<file path="config.mk">
export PLATFORM = sky130hd
export DESIGN_NAME = edge_level_irr
export DESIGN_NICKNAME = d
export VERILOG_FILES = /design/src/rtl/irr_pkg.sv /design/src/rtl/irr_mode_reg.sv /design/src/rtl/irr_ack_dec.sv /design/src/rtl/irr_line.sv /design/src/rtl/edge_level_irr.sv
export SDC_FILE = /design/constraint.sdc
export NUM_CORES = 1
export LEC_CHECK = 0
export ABC_AREA = 1
export BUFFER_PORTS_ARGS = -buffer_cell sky130_fd_sc_hd__buf_2
export CORE_ASPECT_RATIO = 0.9
export CORE_MARGIN = 2
export CORE_UTILIZATION = 45
export DETAILED_ROUTE_END_ITERATION = 12
export GPL_TIMING_DRIVEN = 0
export PLACE_DENSITY = 0.82
export REMOVE_ABC_BUFFERS = 1
export SLEW_MARGIN = 20
export SYNTH_ARGS = -nofsm -noshare
export SYNTH_HDL_FRONTEND = slang
export SYNTH_SLANG_ARGS = --single-unit
</file>
<file path="constraint.sdc">
create_clock -name clk -period 1 [get_ports clk]
set_clock_uncertainty 0.05 [all_clocks]
set_input_delay 0.2 -clock clk [delete_from_list [all_inputs] [get_ports clk]]
set_output_delay 0.2 -clock clk [all_outputs]
set_load 0.02 [all_outputs]
</file>
<file path="src/rtl/irr_pkg.sv">
package irr_pkg;
  localparam int NLINES = 8;
  localparam int IDX_W  = $clog2(NLINES);

  function automatic logic [NLINES-1:0] writable_mask(input bit secondary);
    writable_mask = secondary ? 8'hDE : 8'hF8;
  endfunction
endpackage

</file>
<file path="src/rtl/irr_mode_reg.sv">
module irr_mode_reg
  import irr_pkg::*;
#(
  parameter bit SECONDARY = 1'b0
) (
  input  logic              clk,
  input  logic              rst_n,
  input  logic              we,
  input  logic [NLINES-1:0] wdata,
  output logic [NLINES-1:0] mode_q
);
  localparam logic [NLINES-1:0] WMASK = writable_mask(SECONDARY);

  logic [NLINES-1:0] mode_d;

  always_comb begin
    mode_d = mode_q;
    if (we) mode_d = wdata & WMASK;
  end

  always_ff @(posedge clk or negedge rst_n) begin
    if (!rst_n) mode_q <= '0;
    else        mode_q <= mode_d;
  end

  // stored value is the written byte filtered by the writable mask
  p_mode_filter_r5: assert property (@(posedge clk) disable iff (!rst_n)
    we |=> mode_q == ($past(wdata) & WMASK));
endmodule

</file>
<file path="src/rtl/irr_ack_dec.sv">
module irr_ack_dec
  import irr_pkg::*;
(
  input  logic             ack,
  input  logic [IDX_W-1:0] ack_line,
  output logic [NLINES-1:0] ack_hit
);
  for (genvar g = 0; g < NLINES; g++) begin : g_hit
    assign ack_hit[g] = ack && (ack_line == IDX_W'(g));
  end

  always_comb begin
    a_ack_onehot_r6: assert ($onehot0(ack_hit));
  end
endmodule

</file>
<file path="src/rtl/irr_line.sv">
module irr_line (
  input  logic clk,
  input  logic rst_n,
  input  logic req,
  input  logic mask,
  input  logic level_mode,
  input  logic ack_hit,
  input  logic hist_clr,
  output logic pend,
  output logic evt_valid,
  output logic evt_masked,
  output logic evt_fresh
);
  logic last_q, last_d;
  logic pend_d;
  logic valid_d, masked_d, fresh_d;
  logic rise, change;

  assign rise   = req & ~last_q;
  assign change = req ^ last_q;

  always_comb begin
    last_d   = last_q;
    pend_d   = pend;
    valid_d  = 1'b0;
    masked_d = 1'b0;
    fresh_d  = 1'b0;
    if (hist_clr) begin
      last_d = 1'b0;
      if (ack_hit && !level_mode) pend_d = 1'b0;
    end else begin
      last_d   = req;
      valid_d  = change;
      masked_d = change & mask;
      fresh_d  = rise & ~mask & ~pend;
      if (level_mode)   pend_d = req;
      else if (rise)    pend_d = 1'b1;
      else if (ack_hit) pend_d = 1'b0;
    end
  end

  always_ff @(posedge clk or negedge rst_n) begin
    if (!rst_n) begin
      last_q     <= 1'b0;
      pend       <= 1'b0;
      evt_valid  <= 1'b0;
      evt_masked <= 1'b0;
      evt_fresh  <= 1'b0;
    end else begin
      last_q     <= last_d;
      pend       <= pend_d;
      evt_valid  <= valid_d;
      evt_masked <= masked_d;
      evt_fresh  <= fresh_d;
    end
  end

  // level line tracks its input
  p_level_follow_r2: assert property (@(posedge clk) disable iff (!rst_n)
    (level_mode && !hist_clr) |=> pend == $past(req));
  // falling edge-mode input keeps the request
  p_edge_fall_keeps_r3: assert property (@(posedge clk) disable iff (!rst_n)
    (!level_mode && !hist_clr && !req && last_q && pend && !ack_hit) |=> pend);
  // masked events report masked and never fresh
  p_masked_evt_r4: assert property (@(posedge clk) disable iff (!rst_n)
    (!hist_clr && change && mask) |=> (evt_valid && evt_masked && !evt_fresh));
  // acknowledge retires an edge request when no new edge arrives
  p_ack_edge_r6: assert property (@(posedge clk) disable iff (!rst_n)
    (!level_mode && ack_hit && !rise) |=> !pend);
  // history clear forgets the level and reports nothing
  p_hist_clr_r7: assert property (@(posedge clk) disable iff (!rst_n)
    hist_clr |=> (!last_q && !evt_valid));
endmodule

</file>
<file path="src/rtl/edge_level_irr.sv">
module edge_level_irr
  import irr_pkg::*;
#(
  parameter bit SECONDARY = 1'b0
) (
  input  logic        clk,
  input  logic        rst_n,
  input  logic [7:0]  req_i,
  input  logic [7:0]  mask_i,
  input  logic        ack_i,
  input  logic [2:0]  ack_line_i,
  input  logic        hist_clr_i,
  input  logic        mode_we_i,
  input  logic [7:0]  mode_wdata_i,
  output logic [7:0]  mode_rdata_o,
  output logic [7:0]  pend_o,
  output logic [7:0]  evt_valid_o,
  output logic [7:0]  evt_masked_o,
  output logic [7:0]  evt_fresh_o
);
  logic [NLINES-1:0] mode_q;
  logic [NLINES-1:0] ack_hit;

  irr_mode_reg #(.SECONDARY(SECONDARY)) u_mode (
    .clk    (clk),
    .rst_n  (rst_n),
    .we     (mode_we_i),
    .wdata  (mode_wdata_i),
    .mode_q (mode_q)
  );

  irr_ack_dec u_ack (
    .ack      (ack_i),
    .ack_line (ack_line_i),
    .ack_hit  (ack_hit)
  );

  for (genvar g = 0; g < NLINES; g++) begin : g_line
    irr_line u_line (
      .clk        (clk),
      .rst_n      (rst_n),
      .req        (req_i[g]),
      .mask       (mask_i[g]),
      .level_mode (mode_q[g]),
      .ack_hit    (ack_hit[g]),
      .hist_clr   (hist_clr_i),
      .pend       (pend_o[g]),
      .evt_valid  (evt_valid_o[g]),
      .evt_masked (evt_masked_o[g]),
      .evt_fresh  (evt_fresh_o[g])
    );
  end

  assign mode_rdata_o = mode_q;

  // flags only appear together with a valid event
  p_flags_need_evt_r4: assert property (@(posedge clk) disable iff (!rst_n)
    ((evt_masked_o | evt_fresh_o) & ~evt_valid_o) == '0);
endmodule

</file>
== Word level (Yosys, flattened, before mapping) ==
Cells that the tools add are included.

* Equal/unequal tests: 15
* Bitwise logic cells: 64
* Reduce and logical (&&, ||, !) cells: 35
* Multiplexer cells: 66

{| class="wikitable"
|+ Operator list
! cell !! count
|-
| 1-bit 2-to-1 mux || 66
|-
| 1-bit AND || 32
|-
| 1-bit inverter || 24
|-
| 4-bit nonzero test || 5
|-
| 2-bit by 1-bit != test with 1-bit output (second input constant) || 8
|-
| 2-bit AND reduction || 8
|-
| 1-bit logical AND || 13
|-
| 3-bit equality test (second input constant) || 4
|-
| 3-bit nonzero test || 3
|-
| 1-bit bitwise XOR || 8
|-
| 3-bit by 2-bit equality test with 1-bit output (second input constant) || 2
|-
| 1-bit logical NOT || 5
|-
| 3-bit by 1-bit equality test with 1-bit output (second input constant) || 1
|-
| 3-bit logical NOT || 1
|}

* Input bits: 32
* Output and inout bits: 40
* Flip-flop bits (word level): 45

== Depth between registers and ports, before layout ==
Gate-level depths: netlist (run 1).

* Depth after elaboration: 6
* Gate-level depth with buffers: 7
* Depth with buffers taken out: 7

== Hierarchy ==
From an unflattened synthesis (run 1), not the netlist that was laid out.

* Cells, all modules: 202
* Area, all modules: 1866.8 um^2

{| class="wikitable"
|+ Modules (own cells, without submodules)
! module !! area each (um^2) !! cells an instance !! sequential area each (um^2) !! times used
|-
| irr_line || 198.9 || 20 || 125.1 || 8
|-
| irr_mode_reg || 211.5 || 25 || 125.1 || 1
|-
| irr_ack_dec || 63.8 || 17 || 0.0 || 1
|}

== Least setup slack after synthesis (run 1) ==
OpenSTA, ideal clock, no wires.

* Path type: reg2reg
* Start point: reg g_line[5].u_line.last_q
* End point: reg g_line[5].u_line.pend
* Buffers on the path: 0
* Setup slack: 48 ps
* Library setup time: 120 ps
* Arrival: 782 ps
* Period minus slack after synthesis: 952 ps
* Data required time: 830 ps
* Stages on the path, launching flop included: 8
* Cell sequence: dfrtp_1 -> inv_1 -> ha_1 -> nor2_1 -> nor2_1 -> nor2_1 -> nand2_1 -> nand2_1

* Word-level cells in the longest chain between the ends: 5

{| class="wikitable"
|+ Ends and longest elaborated chain
! what !! line !! source
|-
| start: declaration || irr_line.sv:14 || <nowiki>logic last_q, last_d;</nowiki>
|-
| start signal: assignment || irr_line.sv:50 || <nowiki>last_q <= last_d;</nowiki>
|-
| 1-bit inverter (*) || irr_line.sv:19 || <nowiki>assign rise = req & ~last_q;</nowiki>
|-
| 1-bit AND (*) || irr_line.sv:19 ||
|-
| 1-bit 2-to-1 mux || irr_line.sv:37 || <nowiki>else if (rise) pend_d = 1'b1;</nowiki>
|-
| 1-bit 2-to-1 mux || irr_line.sv:36 || <nowiki>if (level_mode) pend_d = req;</nowiki>
|-
| 1-bit 2-to-1 mux || irr_line.sv:28 || <nowiki>if (hist_clr) begin</nowiki>
|-
| end signal: assignment || irr_line.sv:51 || <nowiki>pend <= pend_d;</nowiki>
|-
| end: declaration || irr_line.sv:9 || <nowiki>output logic pend,</nowiki>
|}

Every way passes the cells marked *; elsewhere a longest branch is shown, timed or not.
A chain may end at the register's enable or synchronous reset.

== Final worst setup path (run 1) ==
* Start point: reg u_mode.mode_q[3]
* End point: out mode_rdata_o[3]

{| class="wikitable"
|+ RTL lines
! what !! line !! source
|-
| start: declaration || irr_mode_reg.sv:10 || <nowiki>output logic [NLINES-1:0] mode_q</nowiki>
|-
| start signal: assignment || irr_mode_reg.sv:23 || <nowiki>else mode_q <= mode_d;</nowiki>
|-
| end: declaration || edge_level_irr.sv:15 || <nowiki>output logic [7:0] mode_rdata_o,</nowiki>
|}

No word-level cell between the ends.

==> reports/metrics.cfg, run 1 <==
[finish]
drive_gt1_share_pct = 36.7
instances_no_fill = 337
finalNetCount = 315
antennaDiodeCount = 0
area.growth.synth_to_final_pct = 27.9

[die]
pin_count = 72
dieArea_um2 = 5270
core_um2 = 4490
num_rows = 23
die_w_um = 76.3
dieHeight_um = 69.1
start_util_pct = 47.1

[power]
power_w = 0.00431
ir_drop_v = 0.000923
power.density_nw_per_um2 = 1590
leakagePower_nw = 1.45

[logic_synthesis]
netlist_instances = 234
synth_largest_area_cell = dfrtp_1
ys_seq_area_share_pct = 53.2
synth_warnings = 0
synth_seq_cells = 45
syn_area_um2 = 2120
yosys.area.top_type_share_pct = 53.2
syn_avg_cell_area_um2 = 9.04
yosysUniqueCellTypes = 14
synth_area_leaders = dfrtp_1 (53%), buf_4 (15%), inv_1 (6.2%), nand2_1 (6.2%), nor2_1 (6.0%)

[status]
violations = negative setup slack
status = complete, but fails checks

[sta]
setup_ws_ns = -0.107
finalSetupViolCount = 42
fmax_ghz = 0.904
hold_violations = 0
fin_crit_sh_pct = 111
tightest_slew_ns = 0.564
period_needed_ns = 1.11
rsz0062_at_grt = yes
hold_ws_ns = 0.0174
timing.setup.tns_ns = -2.31
maxSlewHeadroom_pct = 62.4
slew_viol_final = 0

[placement]
gp_congestion = 0.747
dp.cells = 319
io_buffers = 65
hpwl_um = 2640

[route]
drt_first_pass_iters = 4
wire_per_inst_um = 12.3
vias = 1527
vias_per_cell = 4.53
drtIter0Drc = 52
final_antenna_net_count = 0
wirelength_um = 4160
drc = 0

[clock_network]
clock_latency_ns = 0.29
clk_pin_slew_ns = 0.08
clock-sinks = 45
cts_tree = yes
cts.path.max_buffers = 2
cts_root_buf = clkbuf_8
htree_levels = 2
numCtsBuffers = 5

[flow_run]
maxCapViolations = 0

[critical_path]
cp-start-kind = flip-flop
crit_fanout = 2
worst-path-buf-inv = 1
path_cells = buf_6
end_kind = output pin
critical_path_class = reg -> out
critPathArrivalTime_ns = 0.86
crit_slowest_cell = dfrtp_1
worst_path_largest_cell_delay_ns = 0.42
cp_top_family = flip-flops
worstPathRequired_ns = 0.75

[global_routing]
grt_start_max_net_pins = 46
grt_pass1_vias = 1555
antenna_found_initial = 0
grt_use_total_pct = 16.5
grt_pass1_wl_um = 6870
grt_overflow_total = 0

[worst_hold_path]
hold_path_class = in -> reg

final timing paths:
kind                                                   startpoint                              endpoint  slack [ns]  cells after the start
worst max register to register  g_line[5].u_line.last_q$_DFF_PN0_     g_line[5].u_line.pend$_DFFE_PN0P_       -0.05                      7
worst min-delay path                                    mask_i[1]  g_line[1].u_line.evt_fresh$_DFF_PN0_        0.02                      2
worst min register to register  g_line[1].u_line.pend$_DFFE_PN0P_  g_line[1].u_line.evt_fresh$_DFF_PN0_        0.44                      1
worst max-delay path                 u_mode.mode_q[3]$_DFFE_PN0P_                       mode_rdata_o[3]       -0.11                      1
max in group asynchronous                                   rst_n          u_mode.mode_q[4]$_DFFE_PN0P_        0.12                      2
min in group asynchronous                                   rst_n  g_line[2].u_line.evt_valid$_DFF_PN0_        0.40                      2
routing by layer:
layer  part of all wire, %  global-route usage, %  routed length, um
met5                     0                      0                  0
met4                  0.94                   6.46                 39
met3                   5.5                   4.58                230
met2                    54                   29.7               2250
met1                    39                   18.6               1640
kinds of logic (layout without fill, tap and decap cells):
| group | count (synthesis) | in the layout | share of synthesized area (%) |
|---|---|---|---|
| AO/OA/AOI/OAI | 13 | 13 | 3.07 |
| adder cells (fa/ha/maj) | 8 | 8 | 4.73 |
| buffers and inverters | 80 | 119 | 21.7 |
| flip-flops | 45 | 45 | 53.2 |
| other | 1 | 3 | 0.177 |
| AND/OR/NAND/NOR | 87 | 87 | 17.1 |
where the power goes:
part           switching [W]  internal [W]
clock               0.000579      0.000726
sequential         0.0000870       0.00196
combinational       0.000510      0.000450
cell usage after synthesis, drive strengths merged:
library cell  instances
conb                  1
inv                  36
ha                    8
nand2                35
nor3b                 5
nand3                 5
buf                  43
nor2                 34
clkbuf                1
nor3                  8
o21ai                13
dfrtp                45
layout make-up:
class	instances	area [um2]
Fill cell	399	1780
Timing Repair Buffer	76	653
Multi-Input combinational cell	111	611
Sequential cell	45	1130
Tap cell	62	77.6
Inverter	36	135
Clock buffer	5	68.8
Clock inverter	2	35.0
flip-flops by register name (all words and copies together) (netlist names):
name / cells
g_line.u_line.evt_valid: 8
g_line.u_line.pend: 8
g_line.u_line.evt_masked: 8
g_line.u_line.last_q: 8
g_line.u_line.evt_fresh: 8
u_mode.mode_q: 5
placed cells by master (no fill, tap or decap):
cell type,Yosys,layout
nor3_2,0,3
inv_2,1,3
conb_1,1,3
buf_6,0,38
nand2_1,35,31
bufinv_16,0,1
dlygate4sd3_1,0,2
o21ai_1,0,1
dfrtp_1,45,45
clkinv_2,0,1
buf_2,1,26
buf_4,42,10
ha_1,8,5
nor3_1,8,5
nand3_1,5,5
ha_2,0,2
nand2_2,0,4
nor2_2,0,2
nor2_1,34,32
ha_4,0,1
nor3b_2,0,5
o21ai_0,13,12
clkbuf_8,0,5
inv_1,35,33
repair_timing:
item | in CTS | in global routing
pin swaps | 0 | 4
setup endpoints to repair | 43 | 49
hold buffers | 1 | 1
endpoints found under the hold margin | 1 | 45
setup buffers | 9 | 0
gates resized for setup | 77 | 20
metrics by stage:
| stage | setup WS [ns] | util, % | instance area [um2] |
|---|---|---|---|
| final | -0.107 | 60.3 | 2710 |
| after global routing | -0.154 | 60.3 | 2710 |
| after CTS | -0.106 | 58.4 | 2620 |
| after detailed placement | -0.361 | 49.1 | 2200 |
| after global placement | -0.334 | 49.1 | 2200 |
| after floorplan | 0.0401 | - | 1800 |
Power figures use the tool's default switching activity.
==> inputs of run 2 (changes only) <==
CORE_UTILIZATION = 50   (was 45)
PLACE_DENSITY = 0.86   (was 0.82)
clock period = 1.2 ns   (was 1 ns; I/O delays follow)
==> run 2 against run 1 <==
The run now ends clean. Sequential power fell by 18%. Register-to-register slack better by 0.19 ns. Sequential share of layout area increased by 7.2 points. Hold slack gained 0.039 ns. First-iteration DRC count rose by 7.7%. Critical endpoint unchanged. Combinational power down 40%. Routed wire length is 17% lower. Count of clock-buffer cells in the layout did not move. Largest power group unchanged. Via count down 5.7%. Cell area fell by 15%. Core utilization fell by 3.6 points.
==> reports/metrics.cfg, run 2 (synthesis results as in run 1) <==
[sta]
fin_crit_sh_pct = 96.4
slew_viol_final = 0  ; unchanged
fmax_ghz = 0.865
finalSetupViolCount = 0  ; -100%
maxSlewHeadroom_pct = 63.1  ; +0.70 points
hold_violations = 0  ; unchanged
tightest_slew_ns = 0.553  ; -0.0106 ns
rsz0062_at_grt = no
period_needed_ns = 1.16

[global_routing]
grt_pass1_vias = 1389  ; -11%
grt_use_total_pct = 16.7  ; +0.11 points
antenna_found_initial = 0  ; unchanged
grt_overflow_total = 0  ; unchanged
grt_pass1_wl_um = 6070  ; -12%
grt_start_max_net_pins = 46  ; unchanged

[power]
p_seq_share_pct = 53.3  ; +5.9 points
p_comb_share_pct = 18.4  ; -3.9 points
ir_drop_v = 0.000893  ; -3.3%
clkPwrFrac_pct = 28.4  ; -1.9 points
internal-power_w = 0.00223  ; -29%
leakagePower_nw = 1.34  ; -7.3%
power.density_nw_per_um2 = 1370  ; -14%
switching_share_pct = 29.3  ; +2.0 points
p_sw_w = 0.000926  ; -21%

[critical_path]
critPathArrivalTime_ns = 0.87  ; about the same
cp_top_family = flip-flops
worstPathRequired_ns = 0.91  ; +0.16 ns
end_kind = output pin
worst_path_largest_cell_delay_ns = 0.41  ; about the same
worst-path-buf-inv = 1  ; unchanged
critical_path_class = reg -> out
cp-start-kind = flip-flop
crit_slowest_cell = dfrtp_1
crit_fanout = 3  ; +1
path_cells = buf_2

[clock_network]
clk_pin_slew_ns = 0.08  ; about the same
cts_root_buf = clkbuf_8
clock_latency_ns = 0.29  ; about the same
clock-sinks = 45  ; unchanged
cts.path.max_buffers = 2  ; unchanged
numCtsBuffers = 5  ; unchanged
htree_levels = 2  ; unchanged
cts_tree = yes

[finish]
drive_gt1_share_pct = 28.6  ; -8.1 points
fin_util_pct = 56.7  ; -3.6 points
antennaDiodeCount = 0  ; unchanged
final_cell_mix = buf_2 (63), dfrtp_1 (45), inv_1 (35), nand2_1 (35), nor2_1 (34)
layout.cells.most_common = buf_2
nFillCells = 372  ; -6.8%
finalNetCount = 308  ; -2.2%
area.growth.synth_to_final_pct = 9.11
final_cell_area_um2 = 2310  ; -15%

[route]
final_antenna_net_count = 0  ; unchanged
drc = 0  ; unchanged
drtIter0Drc = 56  ; +7.7%
drt_first_pass_iters = 4  ; unchanged
vias_per_cell = 4.54  ; +0.25%
wirelength_um = 3440  ; -17%
wire_per_inst_um = 10.9  ; -12%
vias = 1440  ; -5.7%

[placement]
io_buffers = 65  ; unchanged
hpwl_um = 2490  ; -5.5%
place_area_um2 = 2180  ; -0.80%
gp_congestion = 0.798  ; +6.9%

[die]
core_um2 = 4070  ; -9.3%
pin_count = 72  ; unchanged
die_w_um = 72.6  ; -4.9%
dieHeight_um = 65.7  ; -4.8%
num_rows = 22  ; -4.3%
start_util_pct = 51.9  ; +4.8 points
dieArea_um2 = 4770  ; -9.5%

[worst_hold_path]
hold_path_class = in -> reg

[status]
status = finished, final reports clean

[flow_run]
maxCapViolations = 0  ; unchanged

-- run 2: changes by cell type in the layout (fill, tap and decap cells not counted), sizes merged --
| cell | change |
|---|---|
| buf | -7 |
| clkinvlp | +1 |
| dlygate4sd3 | -1 |
| clkbuf | +1 |
| bufinv | -1 |
| clkinv | +1 |
-- run 2: timing repair --
item	4_1_cts	5_1_grt
setup endpoints to repair	0	4
hold endpoints to repair	0	45
hold buffers	0	1
gates resized for setup	0	1
buffers inserted	0	3
-- run 2: area by class of cell --
class	instances	area [um2]	share of cell area [%]
well taps	48	60.1	2.60
clock inverters	3	17.5	0.759
repair buffers	69	363	15.7
clock buffers	5	68.8	2.98
flip-flops and latches	45	1130	48.8
multi-input cells	111	538	23.3
inverters	36	135	5.85
-- run 2: layer usage --
layer  track usage (%)  wire (um)
met3              4.91        203
met5                 0          0
met1              21.4       1630
met2              26.6       1600
met4              6.25         16
-- run 2: power by group through the flow --
stage	Combinational, W	Clock, W	Sequential (W)
2_1_floorplan	0.000191	0	0.00184
3_3_place_gp	0.000554	0	0.00171
3_5_place_dp	0.000567	0	0.00172
4_1_cts	0.000568	0.000937	0.00169
5_1_grt	0.000663	0.00100	0.00170
6_report	0.000580	0.000897	0.00168
-- run 2: path summary, 6_finish.rpt --
kind	depth (start not counted)	to	start	slack, ns
hold / removal	2	g_line[3].u_line.evt_fresh$_DFF_PN0_	mask_i[3]	0.06
setup / recovery	1	mode_rdata_o[3]	u_mode.mode_q[3]$_DFFE_PN0P_	0.04
hold reg to reg	1	g_line[3].u_line.evt_fresh$_DFF_PN0_	g_line[3].u_line.pend$_DFFE_PN0P_	0.40
min in group asynchronous	2	g_line[2].u_line.last_q$_DFF_PN0_	rst_n	0.43
max in group asynchronous	2	g_line[4].u_line.last_q$_DFF_PN0_	rst_n	0.29
setup reg to reg	7	g_line[5].u_line.pend$_DFFE_PN0P_	g_line[5].u_line.last_q$_DFF_PN0_	0.14
-- run 2: stage by stage --
stage / TNS, ns / power [W] / instances / setup slack, ns / hold WS (ns)
4_1_cts: 0 / 0.00319 / 313 / 0.0133 / 0.0452
5_1_grt: 0 / 0.00336 / 317 / 0.00730 / 0.0440
3_5_place_dp: -0.545 / 0.00228 / 305 / -0.177 / 0.362
6_report: 0 / 0.00316 / 317 / 0.0436 / 0.0565
3_3_place_gp: -0.500 / 0.00227 / 305 / -0.172 / 0.362
2_1_floorplan: 0 / 0.00203 / 192 / 0.240 / -0.106
